<file path="src/rtl/dbgwr_pkg.sv">
package dbgwr_pkg;

    typedef enum logic [1:0] {
        OUT_NONE = 2'b00,
        OUT_GP   = 2'b01,
        OUT_PF   = 2'b10
    } outcome_e;

    typedef enum logic [2:0] {
        PG_REG      = 3'd0,
        PG_CTRL     = 3'd1,
        PG_SS_FIRST = 3'd2,
        PG_SS_REST  = 3'd3
    } pgtype_e;

    localparam int FLAG_W    = 6;
    localparam int FL_CARRY  = 0;
    localparam int FL_PARITY = 1;
    localparam int FL_AUX    = 2;
    localparam int FL_ZERO   = 3;
    localparam int FL_SIGN   = 4;
    localparam int FL_OVF    = 5;

endpackage

</file>
<file path="src/rtl/dbgwr_rules.sv">
module dbgwr_rules
    import dbgwr_pkg::*;
#(
    parameter logic [11:0] FLAGS_OFF = 12'h008
) (
    input  logic       mode64,
    input  logic [1:0] cpl,
    input  logic [11:0] addr_lo,
    input  logic       region_hit,
    input  logic       conflict,
    input  logic       pg_valid,
    input  logic [2:0] pg_type,
    input  logic       pg_pending,
    input  logic       pg_modified,
    input  logic       owner_debug,
    output outcome_e   outcome,
    output logic       soft_err
);

    localparam logic [8:0] FLAG_QW = FLAGS_OFF[11:3];

    logic misalign;
    logic type_ok;
    logic is_ctrl;

    always_comb begin
        misalign = mode64 ? (addr_lo[2:0] != 3'b000) : (addr_lo[1:0] != 2'b00);
        case (pg_type)
            PG_REG, PG_CTRL, PG_SS_FIRST, PG_SS_REST: type_ok = 1'b1;
            default:                                  type_ok = 1'b0;
        endcase
        is_ctrl = (pg_type == PG_CTRL);

        outcome  = OUT_NONE;
        soft_err = 1'b0;
        // priority chain: first failing rule decides
        if (cpl != 2'd0)                               outcome = OUT_GP;
        else if (misalign)                             outcome = OUT_GP;
        else if (!region_hit)                          outcome = OUT_PF;
        else if (conflict)                             outcome = OUT_GP;
        else if (!pg_valid)                            outcome = OUT_PF;
        else if (!type_ok)                             outcome = OUT_PF;
        else if (pg_pending || pg_modified)            soft_err = 1'b1;
        else if (is_ctrl && (addr_lo[11:3] != FLAG_QW)) outcome = OUT_GP;
        else if (!owner_debug)                         outcome = OUT_GP;
    end

endmodule

</file>
<file path="src/rtl/dbgwr_lanes.sv">
module dbgwr_lanes #(
    parameter int DW = 64
) (
    input  logic            mode64,
    input  logic            upper,
    input  logic [DW-1:0]   data,
    output logic [DW/8-1:0] strb,
    output logic [DW-1:0]   wdata
);

    localparam int NB = DW / 8;
    localparam int HB = NB / 2;

    for (genvar b = 0; b < NB; b++) begin : g_lane
        localparam bit HI = (b >= HB);
        assign strb[b]          = mode64 || (upper == HI);
        assign wdata[b*8 +: 8]  = mode64 ? data[b*8 +: 8] : data[(b % HB)*8 +: 8];
    end

endmodule

</file>
<file path="src/rtl/dbgwr_gate.sv">
module dbgwr_gate
    import dbgwr_pkg::*;
#(
    parameter int          AW        = 32,
    parameter int          DW        = 64,
    parameter int          OWN_W     = 8,
    parameter int          RET_W     = 8,
    parameter logic [11:0] FLAGS_OFF = 12'h008,
    parameter int          ERR_CODE  = 1
) (
    input  logic              clk,
    input  logic              rst_n,
    input  logic              req_valid,
    output logic              req_ready,
    input  logic [AW-1:0]     req_addr,
    input  logic [DW-1:0]     req_data,
    input  logic              req_mode64,
    input  logic [1:0]        req_cpl,
    input  logic              region_hit,
    input  logic              pg_valid,
    input  logic [2:0]        pg_type,
    input  logic              pg_pending,
    input  logic              pg_modified,
    input  logic [OWN_W-1:0]  pg_owner,
    output logic [OWN_W-1:0]  owner_sel,
    input  logic              owner_debug,
    input  logic              conflict,
    output logic              done,
    output logic [1:0]        fault,
    output logic [RET_W-1:0]  ret_code,
    output logic [FLAG_W-1:0] flags,
    output logic              wr_en,
    output logic [AW-1:0]     wr_addr,
    output logic [DW-1:0]     wr_data,
    output logic [DW/8-1:0]   wr_strb
);

    localparam int             NB      = DW / 8;
    localparam logic [RET_W-1:0] ERR_RET = RET_W'(ERR_CODE);

    typedef struct packed {
        logic              done;
        logic [1:0]        fault;
        logic [RET_W-1:0]  ret;
        logic [FLAG_W-1:0] flags;
        logic              wr_en;
        logic [AW-1:0]     addr;
        logic [DW-1:0]     data;
        logic [NB-1:0]     strb;
    } res_t;

    res_t     res_d, res_q;
    outcome_e chk_out;
    logic     chk_soft;
    logic [NB-1:0] lane_strb;
    logic [DW-1:0] lane_data;
    logic     take;

    dbgwr_rules #(.FLAGS_OFF(FLAGS_OFF)) u_rules (
        .mode64      (req_mode64),
        .cpl         (req_cpl),
        .addr_lo     (req_addr[11:0]),
        .region_hit  (region_hit),
        .conflict    (conflict),
        .pg_valid    (pg_valid),
        .pg_type     (pg_type),
        .pg_pending  (pg_pending),
        .pg_modified (pg_modified),
        .owner_debug (owner_debug),
        .outcome     (chk_out),
        .soft_err    (chk_soft)
    );

    dbgwr_lanes #(.DW(DW)) u_lanes (
        .mode64 (req_mode64),
        .upper  (req_addr[2]),
        .data   (req_data),
        .strb   (lane_strb),
        .wdata  (lane_data)
    );

    assign req_ready = !res_q.done;
    assign take      = req_valid && req_ready;
    assign owner_sel = pg_owner;

    always_comb begin
        res_d       = res_q;
        res_d.done  = 1'b0;
        res_d.wr_en = 1'b0;
        if (take) begin
            res_d.done  = 1'b1;
            res_d.fault = chk_out;
            res_d.ret   = '0;
            res_d.flags = '0;
            res_d.addr  = req_addr;
            res_d.data  = lane_data;
            res_d.strb  = lane_strb;
            if (chk_out == OUT_NONE) begin
                if (chk_soft) begin
                    res_d.ret             = ERR_RET;
                    res_d.flags[FL_ZERO]  = 1'b1;
                end else begin
                    res_d.wr_en = 1'b1;
                end
            end
        end
    end

    always_ff @(posedge clk or negedge rst_n) begin
        if (!rst_n) res_q <= '0;
        else        res_q <= res_d;
    end

    assign done     = res_q.done;
    assign fault    = res_q.fault;
    assign ret_code = res_q.ret;
    assign flags    = res_q.flags;
    assign wr_en    = res_q.wr_en;
    assign wr_addr  = res_q.addr;
    assign wr_data  = res_q.data;
    assign wr_strb  = res_q.strb;

endmodule

</file>
<file path="config.mk">
export PLATFORM = sky130hd
export DESIGN_NAME = dbgwr_gate
export DESIGN_NICKNAME = d
export VERILOG_FILES = /design/src/rtl/dbgwr_pkg.sv /design/src/rtl/dbgwr_rules.sv /design/src/rtl/dbgwr_lanes.sv /design/src/rtl/dbgwr_gate.sv
export SDC_FILE = /design/constraint.sdc
export NUM_CORES = 1
export LEC_CHECK = 0
export CAP_MARGIN = 20
export CORE_MARGIN = 4
export CORE_UTILIZATION = 42
export CTS_CLUSTER_DIAMETER = 30
export DETAILED_ROUTE_END_ITERATION = 12
export GPL_TIMING_DRIVEN = 0
export PLACE_DENSITY = 0.87
export SLEW_MARGIN = 20
export SYNTH_ARGS = -nofsm -noshare
export SYNTH_HDL_FRONTEND = slang
export SYNTH_SLANG_ARGS = --single-unit
</file>
<file path="constraint.sdc">
create_clock -name clk -period 3.7 [get_ports clk]
set_input_delay 0.555 -clock clk [delete_from_list [all_inputs] [get_ports clk]]
set_output_delay 0.555 -clock clk [all_outputs]
set_load 0.005 [all_outputs]
</file>
-- After elaboration in Yosys (flattened, before gate mapping)
Cells that the tools add are included.
- register bits after elaboration: 114
- input bits: 119
- output and inout port bits: 131
- eq/ne operators: 4
- muxes and demuxes: 29
- reduce and logical (&&, ||, !) cells: 12
- bitwise gates (word level): 1
- operators by type and width (operator ; count):
    122-bit 2-to-1 mux ; 1
    8-bit 2-to-1 mux ; 4
    1-bit 2-to-1 mux ; 16
    2-bit 2-to-1 mux ; 8
    9-bit by 1-bit != test with 1-bit output, second input constant ; 1
    3-bit by 2-bit == test with 1-bit output, second input constant ; 2
    2-bit nonzero test ; 2
    4-bit OR reduction ; 1
    3-bit by 1-bit == test with 1-bit output, second input constant ; 1
    3-bit zero test ; 1
    1-bit logical OR ; 3
    3-bit nonzero test ; 1
    1-bit logical AND ; 2
    2-bit zero test ; 1
    1-bit zero test ; 1
    1-bit NOT ; 1

-- Depth between registers and ports, before layout
Gate-level depths: netlist (run 1).
- depth after elaboration: 13
- mapped depth: 7
- gate-level depth less buffers: 5

-- Modules after synthesis
A second synthesis (run 1) with hierarchy kept.
- cells, all modules: 345
- area total of the unflattened synthesis: 5366.4 um^2
- modules (own cells, without submodules) (module ; cells an instance ; area an instance (um^2) ; instances):
    dbgwr_gate ; 254 ; 4423.0 ; 1
    dbgwr_lanes ; 76 ; 834.6 ; 1
    dbgwr_rules ; 15 ; 108.9 ; 1

-- Least setup slack after synthesis (run 1)
OpenSTA, ideal clock, no wires.
- kind: input-to-reg
- start: in req_cpl[1]
- end: reg res_q, in the netlist wr_en
- arrival time: 1.533 ns
- data required time: 3.606 ns
- path slack: 2.073 ns
- stages: 4
- buffers on the path: 0
- cells stage by stage: or4_4 > a21oi_4 > nand2_2 > nor4b_4
- RTL lines (item ; line ; text):
    from (decl) ; dbgwr_gate.sv:18 ; input logic [1:0] req_cpl,
    to (signal assigned) ; dbgwr_gate.sv:111 ; else res_q <= res_d;
    to (decl) ; dbgwr_gate.sv:52 ; res_t res_d, res_q;

==> results of run 1 <==
==> cell usage in the layout (no fill, tap or decap), types with 2 or more instances in the layout <==
cell and count:
nor3_1 2, nand2b_1 2, nor2_1 37, buf_4 27, mux2i_1 32, clkbuf_8 10, a21oi_1 34, clkdlybuf4s50_1 227
o21ai_0 3, a31oi_1 2, inv_1 2, nor4b_1 2, buf_2 10, conb_1 12, dfrtp_1 103, nand3_1 2
nand2_1 196, clkbuf_1 16
==> metal layers <==
layer | wire length [um] | track usage (%)
met5 | 0 | 0
met4 | 282 | 5.993
met3 | 1009 | 6.114
met2 | 7095 | 40.53
met1 | 5291 | 25.18
==> cells by family (layout without fill, tap and decap cells) <==
family,after synthesis,count (layout),synth area share (%)
and+or+nand+nor,246,246,22.11
muxes,32,32,7.228
DFF,103,103,58.16
AOI/OAI and AO/OA,42,42,5.195
buffers and inverters,55,299,7.227
other,1,12,0.08462
==> worst max path at each step <==
stage	slack (ns)	end
3_5_place_dp	1.37	wr_en$_DFF_PN0_
2_1_floorplan	2.07	wr_en$_DFF_PN0_
6_report	1.72	wr_strb[6]
3_3_place_gp	-1.67	wr_data[3]$_DFFE_PN0P_
5_1_grt	1.67	wr_strb[3]
4_1_cts	1.69	wr_strb[6]
==> final cells by class <==
class	instances	area (sq um)
Tap cell	136	170.2
Inverter	3	11.26
Sequential cell	103	2577
Buffer	52	309.0
Fill cell	772	3181
Timing Repair Buffer	229	2311
Multi-Input combinational cell	332	1575
Clock buffer	12	145.1
Clock inverter	3	43.79
==> worst max-delay path, stage by stage, from the launching register on <==
cell             delay, ns
dfrtp_1               0.46
buf_4                 0.14
clkdlybuf4s50_1       0.48
==> power breakdown <==
group | switching (mW) | internal, mW | leakage (nW)
Clock | 0.360 | 0.329 | 0.0964
Sequential | 0.0820 | 1.27 | 1.22
Combinational | 0.305 | 0.478 | 2.05
Total | 0.747 | 2.08 | 3.37
==> flip-flops by register name, indices dropped and copies added, names as in the netlist <==
signal and flops:
wr_strb 2, wr_en 1, done 1, wr_data 64
fault 2, ret_code 1, wr_addr 32
==> metrics by stage <==
stage	setup TNS, ns	setup slack [ns]
2_1_floorplan	0	2.073
3_3_place_gp	-171.28	-1.671
3_5_place_dp	0	1.372
4_1_cts	0	1.694
5_1_grt	0	1.666
6_report	0	1.722
==> impl_results.md, run 1 <==
* Status: finished clean
* Antenna-violating nets left at 0
* CTS sink count at 103
* Area grow syn2layout at 61.18%
* Post-synth EDFFs at 0
* Reg2Reg Launch Point: done$_DFF_PN0_
* Post-placement cell count at 855
* Fin cells at 870
* Clock-pin slew on the worst setup and hold paths at 0.10 ns
* Top-level port count at 250
* Num CTS Buffers at 9
* Worst Path Max Fanout at 5
* Crit path from: wr_strb[4]$_DFFE_PN0P_
* Number of synthesized register bits at 103
* Worst slew margin at 53.92%
* Final setup viols at 0
* Synth top cells by count: nand2_1, dfrtp_1, nor2_1, a21oi_1, mux2i_1
* Hold Vio Cnt, Final at 0
* Overflow after GRT at 0
* Reg2Reg Depth at 6
* Routed len/inst at 15.72 um
* Die width at 110.7 um
* All-Layer GR Usage at 22.10%
* Post-Layout Inst Area at 7143 sq um
* Row cnt at 37
* Post-synth top area share at 58.16%
* Peak supply drop at 276.6 uV
* Initial Util at 42.93%
* Router iterations before antenna repair at 6
* Hold Path Class: in2async
* Cells after synthesis at 479
* Max Buffers Root-to-Sink at 2
* Slew at the pin closest to its max-slew limit at 0.6738 ns
* Critical path arrival at 1.42 ns
* H-tree depth at 3
* Layout cells sized above 1 at 7.766%
* Final Util at 69.19%
* Cts repair resizes at 0
* Max-cap viol count at 0
* Crit. End Element: primary output
* Leakage at 3.371 nW
* Slew Limit Fails at 0
* Root Buffer: clkbuf_8
* Tmin final at 1.978 ns
* Period utilization at 53.45%
* Placed Area at 6954 sq um
* RSZ-0062 raised after global routing: no
* Critical path class: reg2out
* Async set or reset register ratio after synthesis at 100.0%
* Overall Power at 2.825 mW
* Avg Inst Size Synth at 9.252 sq um
* Die area at 12260 sq um
* CTS tree: built
* Max Fclk at 505.7 MHz
* Post-CTS setup buffers at 0
* Nets at 849
* Largest area contributor in the netlist: dfrtp_1
* P per Cell Area at 395.4 nW/um^2
* Synth Warn # at 0
* Worst-skew pair later-pin latency at 0.35 ns
* Via count at 4161
* Via density at 4.783
* CP startpoint kind: register
* Initial antenna violation count at 0
* Die Y at 110.7 um
* Post-synthesis cell type count at 26
* Worst Hold Slack at 0.1443 ns
* First-pass GRT wire length at 22050 um
* WL final at 13680 um
* Final clock skew at 0.009601 ns
* Largest net degree at the start of global routing at 53
* Core ar. at 10320 sq um
* Vias in the first global route at 4382
* IO buf count at 228
* Reg2reg setup slack at 2.00 ns
* N_diodes at 0
* Most frequent cell after synthesis: nand2_1
* FF-to-FF End: wr_data[8]$_DFFE_PN0P_
* Synthesized area at 4432 sq um
* CTS Hold Bufs at 0
* GP Congestion at 0.8635
* Post-synth top flop: dfrtp_1
* Worst EP required at 3.14 ns
* DRC Markers at 0
* Register area share after synthesis at 58.16%
* Ranking of synthesized cells by area: dfrtp_1, nand2_1, mux2i_1
* Dpl hpwl at 11020 um
* Drt first-iter violations at 223
(Power assumes the default switching activity.)
==> run 2, diff against run 1 <==
--- a/config.mk
+++ b/config.mk
@@ -7,11 +7,11 @@
 export LEC_CHECK = 0
 export CAP_MARGIN = 20
 export CORE_MARGIN = 4
-export CORE_UTILIZATION = 42
+export CORE_UTILIZATION = 39
 export CTS_CLUSTER_DIAMETER = 30
 export DETAILED_ROUTE_END_ITERATION = 12
 export GPL_TIMING_DRIVEN = 0
-export PLACE_DENSITY = 0.87
+export PLACE_DENSITY = 0.81
 export SLEW_MARGIN = 20
 export SYNTH_ARGS = -nofsm -noshare
 export SYNTH_HDL_FRONTEND = slang
==> constraint.sdc (replaced) <==
create_clock -name clk -period 1.89 [get_ports clk]
set_input_delay 0.2835 -clock clk [delete_from_list [all_inputs] [get_ports clk]]
set_output_delay 0.2835 -clock clk [all_outputs]
set_load 0.005 [all_outputs]
==> run 2 against run 1 <==
Compared with the run above: via count hardly changed; final cell count increased by 0.57%; core utilization fell by 2.6 points; critical endpoint is now wr_data[48]$_DFFE_PN0P_.
==> impl_results.md, run 2 (synthesis results as in run 1) <==
* Max Buffers Root-to-Sink at 2 (unchanged)
* Max Fclk at 589.5 MHz
* Slew at the pin closest to its max-slew limit at 0.5492 ns (-0.1246 ns)
* Max-cap viol count at 0 (unchanged)
* Initial antenna violation count at 0 (unchanged)
* Setup TNS at 0 ns (unchanged)
* Layout cells sized above 1 at 8.163% (+0.40 points)
* Overflow after GRT at 0 (unchanged)
* Final setup viols at 0 (unchanged)
* Slew Limit Fails at 0 (unchanged)
* Peak supply drop at 490.7 uV (+77%)
* First-pass GRT wire length at 22200 um (+0.69%)
* Hold Path Class: in2reg
* Status: finished clean
* FF-to-FF End: wr_data[48]$_DFFE_PN0P_
* Die width at 114.6 um (+3.5%)
* # fillers at 903 (+17%)
* Slowest stage delay, CP at 0.38 ns (-0.10 ns)
* CP Cell Sequence: inv_1 > nand2_2 > inv_4 > buf_2 > buf_2 > a21oi_1
* Worst slack at placement at -0.1643 ns (-1.536 ns)
* Critical path arrival at 1.91 ns (+0.49 ns)
* Kind of cell adding the most delay to the critical path: buffers and inverters
* Leading cell type in the layout, fill and taps excluded: clkdlybuf4s50_1
* Max reg flops at 64 (unchanged)
* Die area at 13130 sq um (+7.1%)
* Post-placement cell count at 859 (+0.47%)
* Via count at 4158 (-0.072%)
* Hold Vio Cnt, Final at 0 (unchanged)
* Antenna-violating nets left at 0 (unchanged)
* Row cnt at 38 (+2.7%)
* Crit path from: done$_DFF_PN0_
* N_diodes at 0 (unchanged)
* GP Congestion at 0.7837 (-9.2%)
* Post-CTS setup buffers at 0 (unchanged)
* Levels on crit path at 6 (+4)
* Worst slew margin at 62.44% (+8.5 points)
* Core ar. at 10980 sq um (+6.4%)
* Leakage at 3.436 nW (+1.9%)
* Nets at 850 (+0.12%)
* Tmin final at 1.696 ns
* Buffers & Inverters on Critical Path at 4 (+2)
* Period utilization at 89.76%
* Worst Hold Slack at 0.4055 ns (+0.2612 ns)
* Via density at 4.752 (-0.64%)
* CTS tree: built
* Routed len/inst at 15.99 um (+1.7%)
* WL final at 13990 um (+2.3%)
* IO buf count at 228 (unchanged)
* Largest net degree at the start of global routing at 55 (+3.8%)
* Dpl hpwl at 11000 um (-0.12%)
* RSZ-0062 raised after global routing: no
* Initial Util at 40.35% (-2.6 points)
* Reg2reg setup slack at 0.19 ns (-1.81 ns)
* Crit-path most repeated cell: buf_2
* Fin cells at 875 (+0.57%)
* Crit. End Element: register
* CP max-delay cell: dfrtp_1
* Area grow syn2layout at 64.94%
* Worst-skew pair later-pin latency at 0.34 ns (about the same)
* Die Y at 114.6 um (+3.5%)
* H-tree depth at 3 (unchanged)
* DRC Markers at 0 (unchanged)
* Drt first-iter violations at 196 (-12%)
* Worst Path Max Fanout at 10 (+5)
* Critical path class: reg2reg
* Final clock skew at 0.004556 ns (-0.005044 ns)
* Clock-pin slew on the worst setup and hold paths at 0.07 ns (-0.03 ns)
* Commonest cells after routing, fill and taps aside: clkdlybuf4s50_1, nand2_1, dfrtp_1
* Top-level port count at 250 (unchanged)
* Overall Power at 6.277 mW (+120%)
* CP startpoint kind: register
* Worst EP required at 2.10 ns (-1.04 ns)
* P per Cell Area at 858.7 nW/um^2 (+120%)
* CTS sink count at 103 (unchanged)
* Vias in the first global route at 4405 (+0.52%)
* Root Buffer: clkbuf_16
* Reg2Reg Depth at 6 (unchanged)
* Critical path endpoint: wr_data[48]$_DFFE_PN0P_
* Num CTS Buffers at 9 (unchanged)
* All-Layer GR Usage at 21.38% (-0.72 points)
* Router iterations before antenna repair at 4 (-2)
* Final WS setup at 0.1935 ns (-1.529 ns)
* Reg2Reg Launch Point: done$_DFF_PN0_
[run 2: changes by cell type in the layout (fill, tap and decap cells not counted), moves of 2 or more]
cell,delta
bufinv_16,+2
clkbuf_1,-2
clkbuf_16,+9
clkbuf_8,-10
clkinvlp_4,+2
[run 2: power breakdown]
| part | switching (mW) | total [mW] | internal [mW] |
|---|---|---|---|
| Sequential | 0.162 | 2.65 | 2.49 |
| Clock | 0.805 | 2.09 | 1.28 |
| Combinational | 0.598 | 1.54 | 0.938 |
[run 2: final cells by class]
class	instances	area [sq um]	share of cell area (%)
buffer	52	309.0	4.228
clock buffer	9	225.2	3.081
clock inverter	6	110.1	1.506
inverter	3	13.76	0.1883
multi-input combinational	332	1578	21.59
sequential	103	2577	35.26
tap	140	175.2	2.396
timing repair buffer	230	2321	31.75
[run 2: tightest hold or removal path: cells and delay by family]
family	cells	cell delay (ns)
AO/OA/AOI/OAI	1	0.08
multiplexers	1	0.17
buffers and inverters	1	0.18
[run 2: metal layers]
layer  vias up  track usage, %  wire (um)
met3        25           5.867       1144
met4         0           8.393        361
li1       1983               -          -
met5         -               0          0
met1      1979           24.72       5381
met2       171           37.45       7104
[run 2: repair_timing]
item	in CTS	in global routing
hold buffers	1	0
resized for setup	0	2
endpoints found under the hold margin	49	0
endpoints found under the setup margin	0	44
[run 2: how the worst min path moves through the flow]
stage | startpoint | to | slack, ns | cells past startpoint
floorplan | rst_n | done$_DFF_PN0_ | -0.01 | 0
global placement | wr_data[29]$_DFFE_PN0P_ | wr_data[29]$_DFFE_PN0P_ | 0.46 | 2
detailed placement | rst_n | wr_data[13]$_DFFE_PN0P_ | 0.26 | 1
CTS | req_mode64 | wr_data[54]$_DFFE_PN0P_ | 0.41 | 3
global route | req_mode64 | wr_data[54]$_DFFE_PN0P_ | 0.44 | 3
finish | req_mode64 | wr_data[54]$_DFFE_PN0P_ | 0.41 | 3
[run 2: metrics by stage]
stage / utilization (%) / area, sq um
after floorplan: - / 4473
after global placement: 63.10 / 6930
after detailed placement: 63.36 / 6959
after CTS: 66.51 / 7305
after global routing: 66.55 / 7310
final: 66.55 / 7310
==> run 3, diff against run 2 <==
--- a/config.mk
+++ b/config.mk
@@ -10,8 +10,9 @@
 export CORE_UTILIZATION = 39
 export CTS_CLUSTER_DIAMETER = 30
 export DETAILED_ROUTE_END_ITERATION = 12
+export GPL_ROUTABILITY_DRIVEN = 0
 export GPL_TIMING_DRIVEN = 0
-export PLACE_DENSITY = 0.81
+export PLACE_DENSITY_LB_ADDON = 0.12
 export SLEW_MARGIN = 20
 export SYNTH_ARGS = -nofsm -noshare
 export SYNTH_HDL_FRONTEND = slang
==> run 3 against run 2 <==
Compared with the run above: via count is 2.8% lower; register-to-register slack worse by 0.03 ns; final cell count stayed put; clock skew is 0.0023 ns higher; combinational power hardly changed; non-clock buffer count stayed put; sequential share of layout area is 0.19 points higher; wire length is 2.6% lower.
==> impl_results.md, run 3 (synthesis results as in run 1) <==
* Status: finished clean
* Kind of cell adding the most delay to the critical path: buffers and inverters
* Levels on crit path at 6 (unchanged)
* Crit. End Element: register
* Post-Layout Inst Area at 7269 sq um (-0.55%)
* Worst-skew pair later-pin latency at 0.33 ns (about the same)
* H-tree depth at 3 (unchanged)
* FF-to-FF End: wr_data[57]$_DFFE_PN0P_
* Critical path arrival at 1.93 ns (+0.02 ns)
* Num CTS Buffers at 9 (unchanged)
* Row cnt at 38 (unchanged)
* Clock-pin slew on the worst setup and hold paths at 0.07 ns (about the same)
* DRC Markers at 0 (unchanged)
* Final WS setup at 0.1658 ns (-0.02770 ns)
* N_diodes at 0 (unchanged)
* WL final at 13620 um (-2.6%)
* Placed Area at 6959 sq um (unchanged)
* P per Cell Area at 828.5 nW/um^2 (-3.5%)
* Root Buffer: clkbuf_16
* Routed len/inst at 15.57 um (-2.6%)
* Via density at 4.617 (-2.8%)
* Initial Util at 40.35% (unchanged)
* Antenna-violating nets left at 0 (unchanged)
* Nets at 850 (unchanged)
* Critical path endpoint: wr_data[57]$_DFFE_PN0P_
* Leakage at 3.427 nW (-0.29%)
* Layout cells sized above 1 at 8.163% (unchanged)
* CTS sink count at 103 (unchanged)
* Critical path class: reg2reg
* Area grow syn2layout at 64.03%
* Max-cap viol count at 0 (unchanged)
* Via count at 4040 (-2.8%)
* Max Buffers Root-to-Sink at 2 (unchanged)
* Vias in the first global route at 4382 (-0.52%)
* CTS tree: built
* Worst Path Max Fanout at 10 (unchanged)
* Peak supply drop at 473.7 uV (-3.5%)
* Die Y at 114.6 um (unchanged)
* Crit-path most repeated cell: buf_2
* Crit path from: done$_DFF_PN0_
* Period utilization at 91.23% (+1.5 points)
* Leading cell type in the layout, fill and taps excluded: clkdlybuf4s50_1
* Worst slack at placement at -0.08363 ns (+0.08065 ns)
* Top-level port count at 250 (unchanged)
* Drt first-iter violations at 211 (+7.7%)
* Final setup viols at 0 (unchanged)
* Hold Path Class: in2async
* Die width at 114.6 um (unchanged)
* Reg2reg setup slack at 0.17 ns (-0.03 ns)
* Reg2Reg Depth at 6 (unchanged)
* Die area at 13130 sq um (unchanged)
* All-Layer GR Usage at 21.29% (-0.091 points)
* Slew Limit Fails at 0 (unchanged)
* Slowest stage delay, CP at 0.41 ns (+0.03 ns)
* Buffers & Inverters on Critical Path at 4 (unchanged)
* Max Fclk at 580.0 MHz (-1.6%)
* CP max-delay cell: dfrtp_1
* Initial antenna violation count at 0 (unchanged)
* Slew at the pin closest to its max-slew limit at 0.5395 ns (-0.009676 ns)
* Core ar. at 10980 sq um (unchanged)
* Largest net degree at the start of global routing at 76 (+38%)
* Setup TNS at 0 ns (unchanged)
* First-pass GRT wire length at 22150 um (-0.22%)
* Worst slew margin at 63.10% (+0.66 points)
* Max reg flops at 64 (unchanged)
* Commonest cells after routing, fill and taps aside: clkdlybuf4s50_1, nand2_1, dfrtp_1
* Final clock skew at 0.006888 ns (+0.002331 ns)
* IO buf count at 228 (unchanged)
* Reg2Reg Launch Point: done$_DFF_PN0_
* Worst EP required at 2.10 ns (about the same)
* CP startpoint kind: register
* CP Cell Sequence: inv_1 > nand2_1 > inv_2 > buf_2 > buf_2 > a21oi_1
* Dpl hpwl at 10660 um (-3.1%)
* Router iterations before antenna repair at 6 (+2)
* Hold Vio Cnt, Final at 0 (unchanged)
* RSZ-0062 raised after global routing: no
* Overflow after GRT at 0 (unchanged)
* Final Util at 66.19% (-0.36 points)
* Tmin final at 1.724 ns (+0.02770 ns)
[run 3: stage by stage]
| step | total power, mW | std cells | hold WS, ns |
|---|---|---|---|
| finish | 6.023 | 875 | 0.3908 |
| global route | 6.369 | 875 | 0.4206 |
| CTS | 6.092 | 875 | 0.3899 |
| detailed placement | 4.227 | 859 | 0.1765 |
| global placement | 4.182 | 858 | 0.4558 |
| floorplan | 3.145 | 490 | -0.01209 |
[run 3: layout make-up]
| cell class | instances | area [sq um] |
|---|---|---|
| repair buffers | 230 | 2321 |
| fillers | 925 | 3714 |
| inverters | 3 | 11.26 |
| well taps | 140 | 175.2 |
| plain buffers | 52 | 311.5 |
| flip-flops and latches | 103 | 2577 |
| clock inverters | 4 | 55.05 |
| multi-input cells | 332 | 1575 |
| clock buffers | 11 | 242.7 |
[run 3: worst register-to-register path, stage by stage (launching register included)]
cell and delay, ns:
dfrtp_1 0.41, inv_1 0.09, nand2_1 0.21, inv_2 0.26, buf_2 0.26, buf_2 0.27
a21oi_1 0.11
[run 3: how the worst min path moves through the flow]
| stage | slack [ns] | depth (start not counted) | to |
|---|---|---|---|
| floorplan | -0.01 | 0 | done$_DFF_PN0_ |
| global placement | 0.46 | 2 | fault[1]$_DFFE_PN0P_ |
| detailed placement | 0.18 | 1 | wr_data[58]$_DFFE_PN0P_ |
| CTS | 0.39 | 2 | wr_data[58]$_DFFE_PN0P_ |
| global route | 0.42 | 2 | wr_addr[12]$_DFFE_PN0P_ |
| finish | 0.39 | 2 | wr_data[58]$_DFFE_PN0P_ |
[run 3: what timing repair did]
| item | 4_1_cts | 5_1_grt |
|---|---|---|
| resized for setup | 0 | 4 |
| hold endpoints to repair | 28 | 0 |
| setup buffers | 0 | 0 |
| hold buffers | 1 | 0 |
| endpoints found under the setup margin | 0 | 2 |
[run 3: routing by layer]
metal,routed length (um),vias to the layer above,track usage [%],share of wire (%)
met1,5333,1893,25.95,39
met5,0,-,0,0
met4,53,0,3.721,0.39
met2,6816,162,36.20,50
li1,-,1981,-,-
met3,1421,4,8.351,10
[run 3: power by group]
part	switching, mW	leakage [nW]	total [mW]	internal [mW]
Clock	0.790	0.142	1.85	1.06
Combinational	0.582	2.06	1.52	0.937
Sequential	0.161	1.22	2.65	2.49
Total	1.53	3.43	6.02	4.49
